<file path="config.mk">
export PLATFORM = sky130hd
export DESIGN_NAME = audio_clkgen
export DESIGN_NICKNAME = d
export VERILOG_FILES = /design/src/rtl/acg_pkg.sv /design/src/rtl/acg_regs.sv /design/src/rtl/acg_bclk_div.sv /design/src/rtl/acg_frame.sv /design/src/rtl/audio_clkgen.sv
export SDC_FILE = /design/constraint.sdc
export NUM_CORES = 1
export LEC_CHECK = 0
export BUFFER_PORTS_ARGS = -buffer_cell sky130_fd_sc_hd__buf_4
export CORE_MARGIN = 5
export CORE_UTILIZATION = 45
export DETAILED_ROUTE_END_ITERATION = 8
export PLACE_DENSITY = 0.66
export SYNTH_ARGS = -nofsm -noshare
export SYNTH_HDL_FRONTEND = slang
export SYNTH_SLANG_ARGS = --single-unit
</file>
<file path="constraint.sdc">
create_clock -name clk_i -period 10.65 [get_ports clk_i]
set_input_delay 1.065 -clock clk_i [delete_from_list [all_inputs] [get_ports clk_i]]
set_output_delay 1.065 -clock clk_i [all_outputs]
set_load 0.02 [all_outputs]
</file>
<file path="src/rtl/acg_pkg.sv">
package acg_pkg;
  localparam int unsigned REG_W     = 16;
  localparam int unsigned CNT_W     = 8;
  localparam int unsigned FCODE_MAX = 4;
  localparam int unsigned BIT_MST   = 15;
  localparam int unsigned BIT_BINV  = 14;
  localparam int unsigned BIT_LPOL  = 13;
  localparam int unsigned BDIV_LSB  = 9;
  localparam int unsigned FCODE_LSB = 6;
  localparam int unsigned FMT_LSB   = 2;
  localparam logic [1:0]  FMT_PULSE = 2'd3;

  typedef struct packed {
    logic master;
    logic bclk_inv;
    logic lrck_pol;
  } acg_pol_t;

  typedef struct packed {
    logic [3:0] bdiv;
    logic [2:0] fcode;
    logic [1:0] fmt;
  } acg_div_t;

  // half-period length minus one
  function automatic logic [CNT_W-1:0] half_last(input logic [3:0] code);
    int unsigned c;
    int unsigned r;
    c = 32'(code);
    if (c == 0 || c > 13) r = 1;
    else if (c == 1)      r = 2;
    else if (code[0] == 1'b0) r = 32'd1 << (c / 2 + 1);
    else                  r = 32'd3 << ((c - 1) / 2);
    return CNT_W'(r - 1);
  endfunction

  // frame length in bit periods minus one
  function automatic logic [CNT_W-1:0] frame_last(input logic [2:0] code);
    int unsigned c;
    c = 32'(code);
    if (c > FCODE_MAX) c = FCODE_MAX;
    return CNT_W'((32'd16 << c) - 1);
  endfunction
endpackage

</file>
<file path="src/rtl/acg_regs.sv">
module acg_regs import acg_pkg::*; #(
  parameter int unsigned     ADDR_W    = 8,
  parameter logic [ADDR_W-1:0] CTRL_ADDR = 'h40
) (
  input  logic              clk_i,
  input  logic              rst_ni,
  input  logic [ADDR_W-1:0] addr_i,
  input  logic [REG_W-1:0]  wdata_i,
  input  logic              we_i,
  output acg_pol_t          pol_o,
  output acg_div_t          pend_o
);
  acg_pol_t pol_q;
  acg_div_t pend_q;
  logic     hit;
  logic     unused_bits;

  assign hit         = we_i && (addr_i == CTRL_ADDR);
  assign unused_bits = ^{wdata_i[5:4], wdata_i[1:0]};

  always_ff @(posedge clk_i or negedge rst_ni) begin
    if (!rst_ni) begin
      pol_q  <= '0;
      pend_q <= '0;
    end else if (hit) begin
      pol_q  <= '{master:   wdata_i[BIT_MST],
                  bclk_inv: wdata_i[BIT_BINV],
                  lrck_pol: wdata_i[BIT_LPOL]};
      pend_q <= '{bdiv:  wdata_i[BDIV_LSB +: 4],
                  fcode: wdata_i[FCODE_LSB +: 3],
                  fmt:   wdata_i[FMT_LSB +: 2]};
    end
  end

  assign pol_o  = pol_q;
  assign pend_o = pend_q;

  a_r1_foreign_write_ignored: assert property (@(posedge clk_i) disable iff (!rst_ni)
    (!we_i || addr_i != CTRL_ADDR) |=> ($stable(pol_q) && $stable(pend_q)));
endmodule

</file>
<file path="src/rtl/acg_bclk_div.sv">
module acg_bclk_div #(
  parameter int unsigned CNT_W = acg_pkg::CNT_W
) (
  input  logic             clk_i,
  input  logic             rst_ni,
  input  logic [CNT_W-1:0] last_i,
  output logic             bclk_o,
  output logic             fall_o
);
  logic [CNT_W-1:0] cnt_q;
  logic             bclk_q;
  logic             at_end;

  assign at_end = (cnt_q == last_i);

  always_ff @(posedge clk_i or negedge rst_ni) begin
    if (!rst_ni) begin
      cnt_q  <= '0;
      bclk_q <= 1'b0;
    end else if (at_end) begin
      cnt_q  <= '0;
      bclk_q <= ~bclk_q;
    end else begin
      cnt_q  <= cnt_q + CNT_W'(1);
    end
  end

  assign bclk_o = bclk_q;
  assign fall_o = at_end & bclk_q;

  a_r5_half_in_range: assert property (@(posedge clk_i) disable iff (!rst_ni)
    cnt_q <= last_i);
  a_r5_toggle_at_limit: assert property (@(posedge clk_i) disable iff (!rst_ni)
    !$stable(bclk_q) |-> $past(cnt_q == last_i));
endmodule

</file>
<file path="src/rtl/acg_frame.sv">
module acg_frame #(
  parameter int unsigned CNT_W = acg_pkg::CNT_W
) (
  input  logic             clk_i,
  input  logic             rst_ni,
  input  logic             fall_i,
  input  logic [CNT_W-1:0] last_i,
  input  logic             pulse_i,
  input  logic             pulse_next_i,
  output logic             lrck_o,
  output logic             wrap_o
);
  logic [CNT_W-1:0] cnt_q;
  logic [CNT_W-1:0] half;
  logic             lrck_q;

  assign half   = (last_i >> 1) + CNT_W'(1);
  assign wrap_o = fall_i && (cnt_q == last_i);

  always_ff @(posedge clk_i or negedge rst_ni) begin
    if (!rst_ni) begin
      cnt_q  <= '0;
      lrck_q <= 1'b0;
    end else if (fall_i) begin
      if (cnt_q == last_i) begin
        cnt_q  <= '0;
        lrck_q <= pulse_next_i;
      end else begin
        cnt_q  <= cnt_q + CNT_W'(1);
        lrck_q <= pulse_i ? 1'b0 : ((cnt_q + CNT_W'(1)) >= half);
      end
    end
  end

  assign lrck_o = lrck_q;

  a_r6_bit_in_range: assert property (@(posedge clk_i) disable iff (!rst_ni)
    cnt_q <= last_i);
  a_r7_lrck_on_fall: assert property (@(posedge clk_i) disable iff (!rst_ni)
    !$stable(lrck_q) |-> $past(fall_i));
  a_r8_pulse_one_period: assert property (@(posedge clk_i) disable iff (!rst_ni)
    (pulse_i && lrck_q && fall_i && !wrap_o) |=> !lrck_q);
endmodule

</file>
<file path="src/rtl/audio_clkgen.sv">
module audio_clkgen import acg_pkg::*; #(
  parameter int unsigned       ADDR_W    = 8,
  parameter logic [ADDR_W-1:0] CTRL_ADDR = 'h40
) (
  input  logic              clk_i,
  input  logic              rst_ni,
  input  logic [ADDR_W-1:0] addr_i,
  input  logic [REG_W-1:0]  wdata_i,
  input  logic              we_i,
  input  logic              bclk_i,
  input  logic              lrck_i,
  output logic              bclk_o,
  output logic              bclk_oe_o,
  output logic              lrck_o,
  output logic              lrck_oe_o
);
  acg_pol_t         pol;
  acg_div_t         pend;
  acg_div_t         act_q;
  logic [CNT_W-1:0] hlast;
  logic [CNT_W-1:0] flast;
  logic             bclk_int, fall, lrck_int, wrap;

  acg_regs #(.ADDR_W(ADDR_W), .CTRL_ADDR(CTRL_ADDR)) u_regs (
    .clk_i, .rst_ni, .addr_i, .wdata_i, .we_i,
    .pol_o(pol), .pend_o(pend)
  );

  // divider settings switch only at a frame wrap
  always_ff @(posedge clk_i or negedge rst_ni) begin
    if (!rst_ni)   act_q <= '0;
    else if (wrap) act_q <= pend;
  end

  assign hlast = half_last(act_q.bdiv);
  assign flast = frame_last(act_q.fcode);

  acg_bclk_div #(.CNT_W(CNT_W)) u_bdiv (
    .clk_i, .rst_ni, .last_i(hlast), .bclk_o(bclk_int), .fall_o(fall)
  );

  acg_frame #(.CNT_W(CNT_W)) u_frame (
    .clk_i, .rst_ni, .fall_i(fall), .last_i(flast),
    .pulse_i(act_q.fmt == FMT_PULSE), .pulse_next_i(pend.fmt == FMT_PULSE),
    .lrck_o(lrck_int), .wrap_o(wrap)
  );

  assign bclk_o    = (pol.master ? bclk_int : bclk_i) ^ pol.bclk_inv;
  assign lrck_o    = (pol.master ? lrck_int : lrck_i) ^ ~pol.lrck_pol;
  assign bclk_oe_o = pol.master;
  assign lrck_oe_o = pol.master;

  a_r9_cfg_at_wrap: assert property (@(posedge clk_i) disable iff (!rst_ni)
    !$stable(act_q) |-> $past(wrap));
  a_r9_wrap_on_fall: assert property (@(posedge clk_i) disable iff (!rst_ni)
    wrap |-> fall);
endmodule

</file>
-- Word level (Yosys, flattened, before mapping)
Index checks and enable logic that the tools add are counted.
- register bits after elaboration: 39
- bits in latches: 0
- bits in writable memories: 0
- ROM bits: 0
- output and inout port bits: 4
- logic and storage cells: 51
- memories: 0
- $add $sub $neg: 7
- multiply operators: 0
- divide/modulo/power cells: 0
- $lt $le $gt $ge: 3
- equal/unequal tests: 6
- shifts and indexed selects: 3
- mux-type cells: 10
- bitwise gates (word level): 5
- reductions and logical operators: 4
- operators by type and width (kind ; number):
    two-way mux 8 bit ; 5
    << shifter 2 x 31 -> 8 bit, first input constant ; 1
    adder 8 x 1 -> 8 bit, second input constant ; 2
    == test 8 bit ; 2
    subtractor 8 x 1 -> 8 bit, second input constant ; 2
    adder 7 x 1 -> 8 bit, second input constant ; 1
    == test 8 x 7 -> 1 bit, second input constant ; 1
    >= comparator 8 bit ; 1
    << shifter 1 x 4 -> 8 bit, first input constant ; 1
    << shifter 5 x 3 -> 8 bit, first input constant ; 1
    subtractor 4 x 1 -> 5 bit, second input constant ; 1
    adder 3 x 1 -> 4 bit, second input constant ; 1
    == test 2 bit, second input constant ; 2
    == test 4 x 1 -> 1 bit, second input constant ; 1
    > comparator 4 bit, second input constant ; 1
    zero test 4 bit ; 1
    two-way mux 1 bit ; 4
    > comparator 3 bit, second input constant ; 1
    two-way mux 3 bit ; 1
    logical AND 1 bit ; 2
    NOT 1 bit ; 2
    bitwise XOR 1 bit ; 2
    bitwise AND 1 bit ; 1
    logical OR 1 bit ; 1

-- Depth between registers and ports, before layout
- word-level depth: 9
- mapped depth: 17

-- Modules after synthesis
A second synthesis with hierarchy kept.
- cells, all modules: 294
- area total of the unflattened synthesis: 2957.8 sq um
- modules (own cells, without submodules) (module ; times used ; cells an instance ; area an instance (sq um)):
    audio_clkgen ; 1 ; 121 ; 1087.3
    acg_frame ; 1 ; 99 ; 880.8
    acg_regs ; 1 ; 29 ; 515.5
    acg_bclk_div ; 1 ; 45 ; 474.2

-- Worst setup path after synthesis
Ideal clock, no wire load.
- path kind: reg2reg
- start: register act_q[5] in the netlist's numbering
- end: register act_q[0] in the netlist's numbering
- setup time: 0.125 ns
- arrival time: 3.909 ns
- data required time: 10.525 ns
- slack: 6.616 ns
- cell stages (with the launch flop): 18
- path buffers: 4
- period minus slack after synthesis: 4.034 ns
- cell sequence: dfrtp_1 buf_2 buf_2 inv_1 ha_1 buf_2 buf_2 nand2_1 a221oi_1 o21ai_0 ha_1 o21ai_0 a211oi_1 or4_1 o221ai_1 o211ai_1 nor4b_4 mux2_2
- cells in the longest elaborated chain, start to end: 9
- elaborated cells on any way between the ends: 13
- those cells by class: add/sub: 2; order compare: 1; eq/ne: 2; shift: 1; mux: 3; bitwise: 1; reduce/logical: 3
- RTL lines (element ; RTL line ; source):
    start, declared ; audio_clkgen.sv:19 ; acg_div_t act_q;
    start signal, assigned ; audio_clkgen.sv:32 ; else if (wrap) act_q <= pend;
    subtractor 4 x 1 -> 5 bit ; acg_pkg.sv:33 ; else r = 32'd3 << ((c - 1) / 2);
    << shifter 2 x 31 -> 8 bit ; acg_pkg.sv:33 ;
    two-way mux 8 bit ; acg_pkg.sv:32 ; else if (code[0] == 1'b0) r = 32'd1 << (c / 2 + 1);
    two-way mux 8 bit ; acg_pkg.sv:31 ; else if (c == 1) r = 2;
    two-way mux 8 bit (*) ; acg_pkg.sv:30 ; if (c == 0 || c > 13) r = 1;
    subtractor 8 x 1 -> 8 bit (*) ; acg_pkg.sv:34 ; return CNT_W'(r - 1);
    == test 8 bit (*) ; acg_bclk_div.sv:14 ; assign at_end = (cnt_q == last_i);
    bitwise AND 1 bit (*) ; acg_bclk_div.sv:29 ; assign fall_o = at_end & bclk_q;
    logical AND 1 bit (*) ; acg_frame.sv:18 ; assign wrap_o = fall_i && (cnt_q == last_i);
Every way passes the cells marked *; elsewhere a longest branch is shown, timed or not.
A chain may end at the register's enable or synchronous reset.

-- Worst setup path after layout
- start: register act_q[5] in the netlist's numbering
- end: register act_q[8] in the netlist's numbering
The elaborated chain is that of the path after synthesis.

==> flow_summary.toml <==
[timing]
finalHoldViolations = 0
fmaxAchievable_ghz = 0.210
setup_viol = 0
final_max_slew_viol_count = 0
tns_ns = 0
period_needed_ns = 4.76
worst_pin_slew_ns = 0.675
min_period_over_period_pct = 44.7
skew_ns = 0.00408
relSlewSlack_pct = 54.6
layout_setup_ws_ns = 5.89
rsz0062_at_grt = "false"

[critical_path]
critPathCaptureType = "flip-flop"
crit_fanout = 20
crit_path_top_delay_cell = "dfrtp_1"
crit_type = "reg -> reg"
reg2reg_from = "act_q[5]"
cp.required_ns = 10.83
critPathArrivalTime_ns = 4.93
crit_path_max_incr_delay_ns = 0.70
crit_chain = "inv_1 -> ha_1 -> nand2b_1 -> a221oi_1 -> o21ai_0 -> ha_1 -> o21ai_0 -> a211oi_1 -> or4_1 -> o221ai_1 -> o211ai_1 -> nor4b_4 -> mux2_2"
start_kind = "flip-flop"
crit_path_start = "act_q[5]"

[clock_tree]
cts_tree = "yes"
cts_buffers = 5
cts_root_buf = "clkbuf_8"
clkLatencyLatePin_ns = 0.29
hold_buffers = 0
cts_setup_buffers = 0
clockBufferDepth = 2
cts_sinks = 39
h-tree-depth = 2
clk_pin_slew_ns = 0.08
cts_resized = 0

[layout]
final_cell_mix = "39 x dfrtp_1, 30 x buf_4, 27 x mux2_2, 21 x nor2_1, 15 x nand3_1"
nets = 357
instances_no_fill = 392
final_common_cell = "dfrtp_1"
syn2layout_area_growth_pct = 11.5
antenna_cells = 0
drive_above_1_share_pct = 22.9

[power]
ir_worst_vdd_uv = 83.3
total_leakage_power_nw = 1.42
p_per_area_nw_per_um2 = 134

[placed_design]
io_buffer_count = 28
dp_slack_ns = 5.91
dpl.cell_count = 384
gp_congestion = 0.843
dp_hpwl_mm = 4.28

[logic_synthesis]
synth-main-ff-cell = "dfrtp_1"
async_flop_share_pct = 100
syn-num-nets = 340
synth_top_family_by_area = "simple AND/OR/NAND/NOR gates"
seq_area_frac_synth_pct = 34.2
synthTopCellsByArea = "dfrtp_1 34%, mux2_2 11%, ha_1 6.1%"
yosysTopAreaCell = "dfrtp_1"
synth_compound_area_share_pct = 15.1
syn_inst = 297
synthXorXnorAreaFrac_pct = 7.93
syn_area_sq_um = 2860
synth.mux.area_fraction_pct = 12.1
syn_area_per_cell_sq_um = 9.61
ys_seq_elements = 39
synth-simple-area-share_pct = 20.1
synth_top_area_share_pct = 34.2
synth_warnings = 0
synth_fa_ha_area_share_pct = 6.13
ys_types = 59
synth_edf_count = 0

[routing]
drt_iter0_markers = 74
vias = 2256
wl_per_cell_um = 14.6
viasPerCell = 5.76
dr.pass1.iters = 4
wl_mm = 5.73
ant_nets = 0
drc = 0

[grt]
track_usage_pct = 16.0
grt_pass1_vias = 2260
antenna_found_initial = 0
grt_overflow = 0
grt_first_pass_wirelength_mm = 10.1
grt_max_degree = 40

[die]
die_w_um = 89.7
core_area_sq_um = 6280
io_pins = 33
start_util_pct = 45.5
rows = 29
die_h_um = 89.7
dieArea_sq_um = 8040

[flow_run]
cap_viol_max_count = 0

[run_status]
status = "complete, no violations"

[worst_hold_path]
worstHoldPathType = "reg -> reg"
hp-start = "act_q[1]"
[cell usage after synthesis (4+ instances only)]
library cell  count
and3_1            7
dfrtp_1          39
mux2_2           27
inv_1             8
clkbuf_1         10
a21o_1            5
nand3_1          15
ha_1             14
a21oi_1           8
buf_2             6
xor2_1           12
nor2_1           21
or3_1             4
nand3b_1          4
xnor2_1          12
o21ai_0           9
nor3_1           12
nand2_1          12
[registers in the layout, summed over array words and instances, names as in the netlist]
register,cells
u_bdiv.cnt_q,8
act_q,9
u_bdiv.bclk_o,1
u_regs.pol_o,3
u_frame.lrck_o,1
u_frame.cnt_q,8
u_regs.pend_o,9
[area by class of cell]
type | instances | area (sq um)
fill | 586 | 3090
multi-input combinational | 230 | 1750
sequential | 39 | 976
timing repair buffer | 30 | 225
clock buffer | 7 | 96.3
tap | 77 | 96.3
inverter | 8 | 30.0
clock inverter | 1 | 7.51
[through the flow]
stage | hold WS, ns | power [W] | area, sq um | utilization (%)
5_1_grt | 0.512 | 0.000454 | 3180 | 50.7
6_report | 0.492 | 0.000425 | 3180 | 50.7
4_1_cts | 0.494 | 0.000430 | 3180 | 50.7
2_1_floorplan | 0.449 | 0.000286 | 2860 | -
3_3_place_gp | 0.460 | 0.000316 | 3080 | 49.1
3_5_place_dp | 0.476 | 0.000319 | 3080 | 49.1
[metal layers]
| metal | wire length, um | up-vias | global-route usage [%] |
|---|---|---|---|
| met5 | 0 | - | 0 |
| met4 | 127 | 0 | 5.82 |
| met3 | 191 | 14 | 3.28 |
| met2 | 2820 | 47 | 26.7 |
| met1 | 2590 | 1072 | 20.5 |
| li1 | - | 1123 | - |
[critical path, delay by kind of cell (launching register included)]
kind / cells / cell delay [ns]
buffers and inverters: 1 / 0.19
muxes: 1 / 0.40
DFF: 1 / 0.70
and+or+nand+nor: 3 / 1.48
adders and majority gates: 2 / 0.73
AOI/OAI and AO/OA: 6 / 1.14
[cells by family after synthesis]
kind of cell / Yosys count
simple gates: 101
compound gates: 59
flops: 39
mux: 31
buf+inv: 28
xor+xnor: 25
fa+ha+maj: 14
[power breakdown]
| group | switching [W] | leakage, nW | internal (W) | total (W) |
|---|---|---|---|---|
| Sequential | 0.0000259 | 0.528 | 0.000169 | 0.000195 |
| Combinational | 0.0000637 | 0.837 | 0.0000567 | 0.000120 |
| Clock | 0.0000512 | 0.0505 | 0.0000589 | 0.000110 |
[path summary, 6_finish.rpt]
| path | slack, ns | to | cells after the start |
|---|---|---|---|
| min in group asynchronous | 0.74 | u_regs.pol_o[1] | 1 |
| setup reg to reg | 5.89 | act_q[8] | 13 |
| max in group asynchronous | 9.57 | u_regs.pend_o[7] | 1 |
| hold reg to reg | 0.49 | act_q[1] | 1 |
| setup / recovery | 5.89 | act_q[8] | 13 |
| hold / removal | 0.49 | act_q[1] | 1 |
No activity file was read; power rests on OpenSTA's default activity.
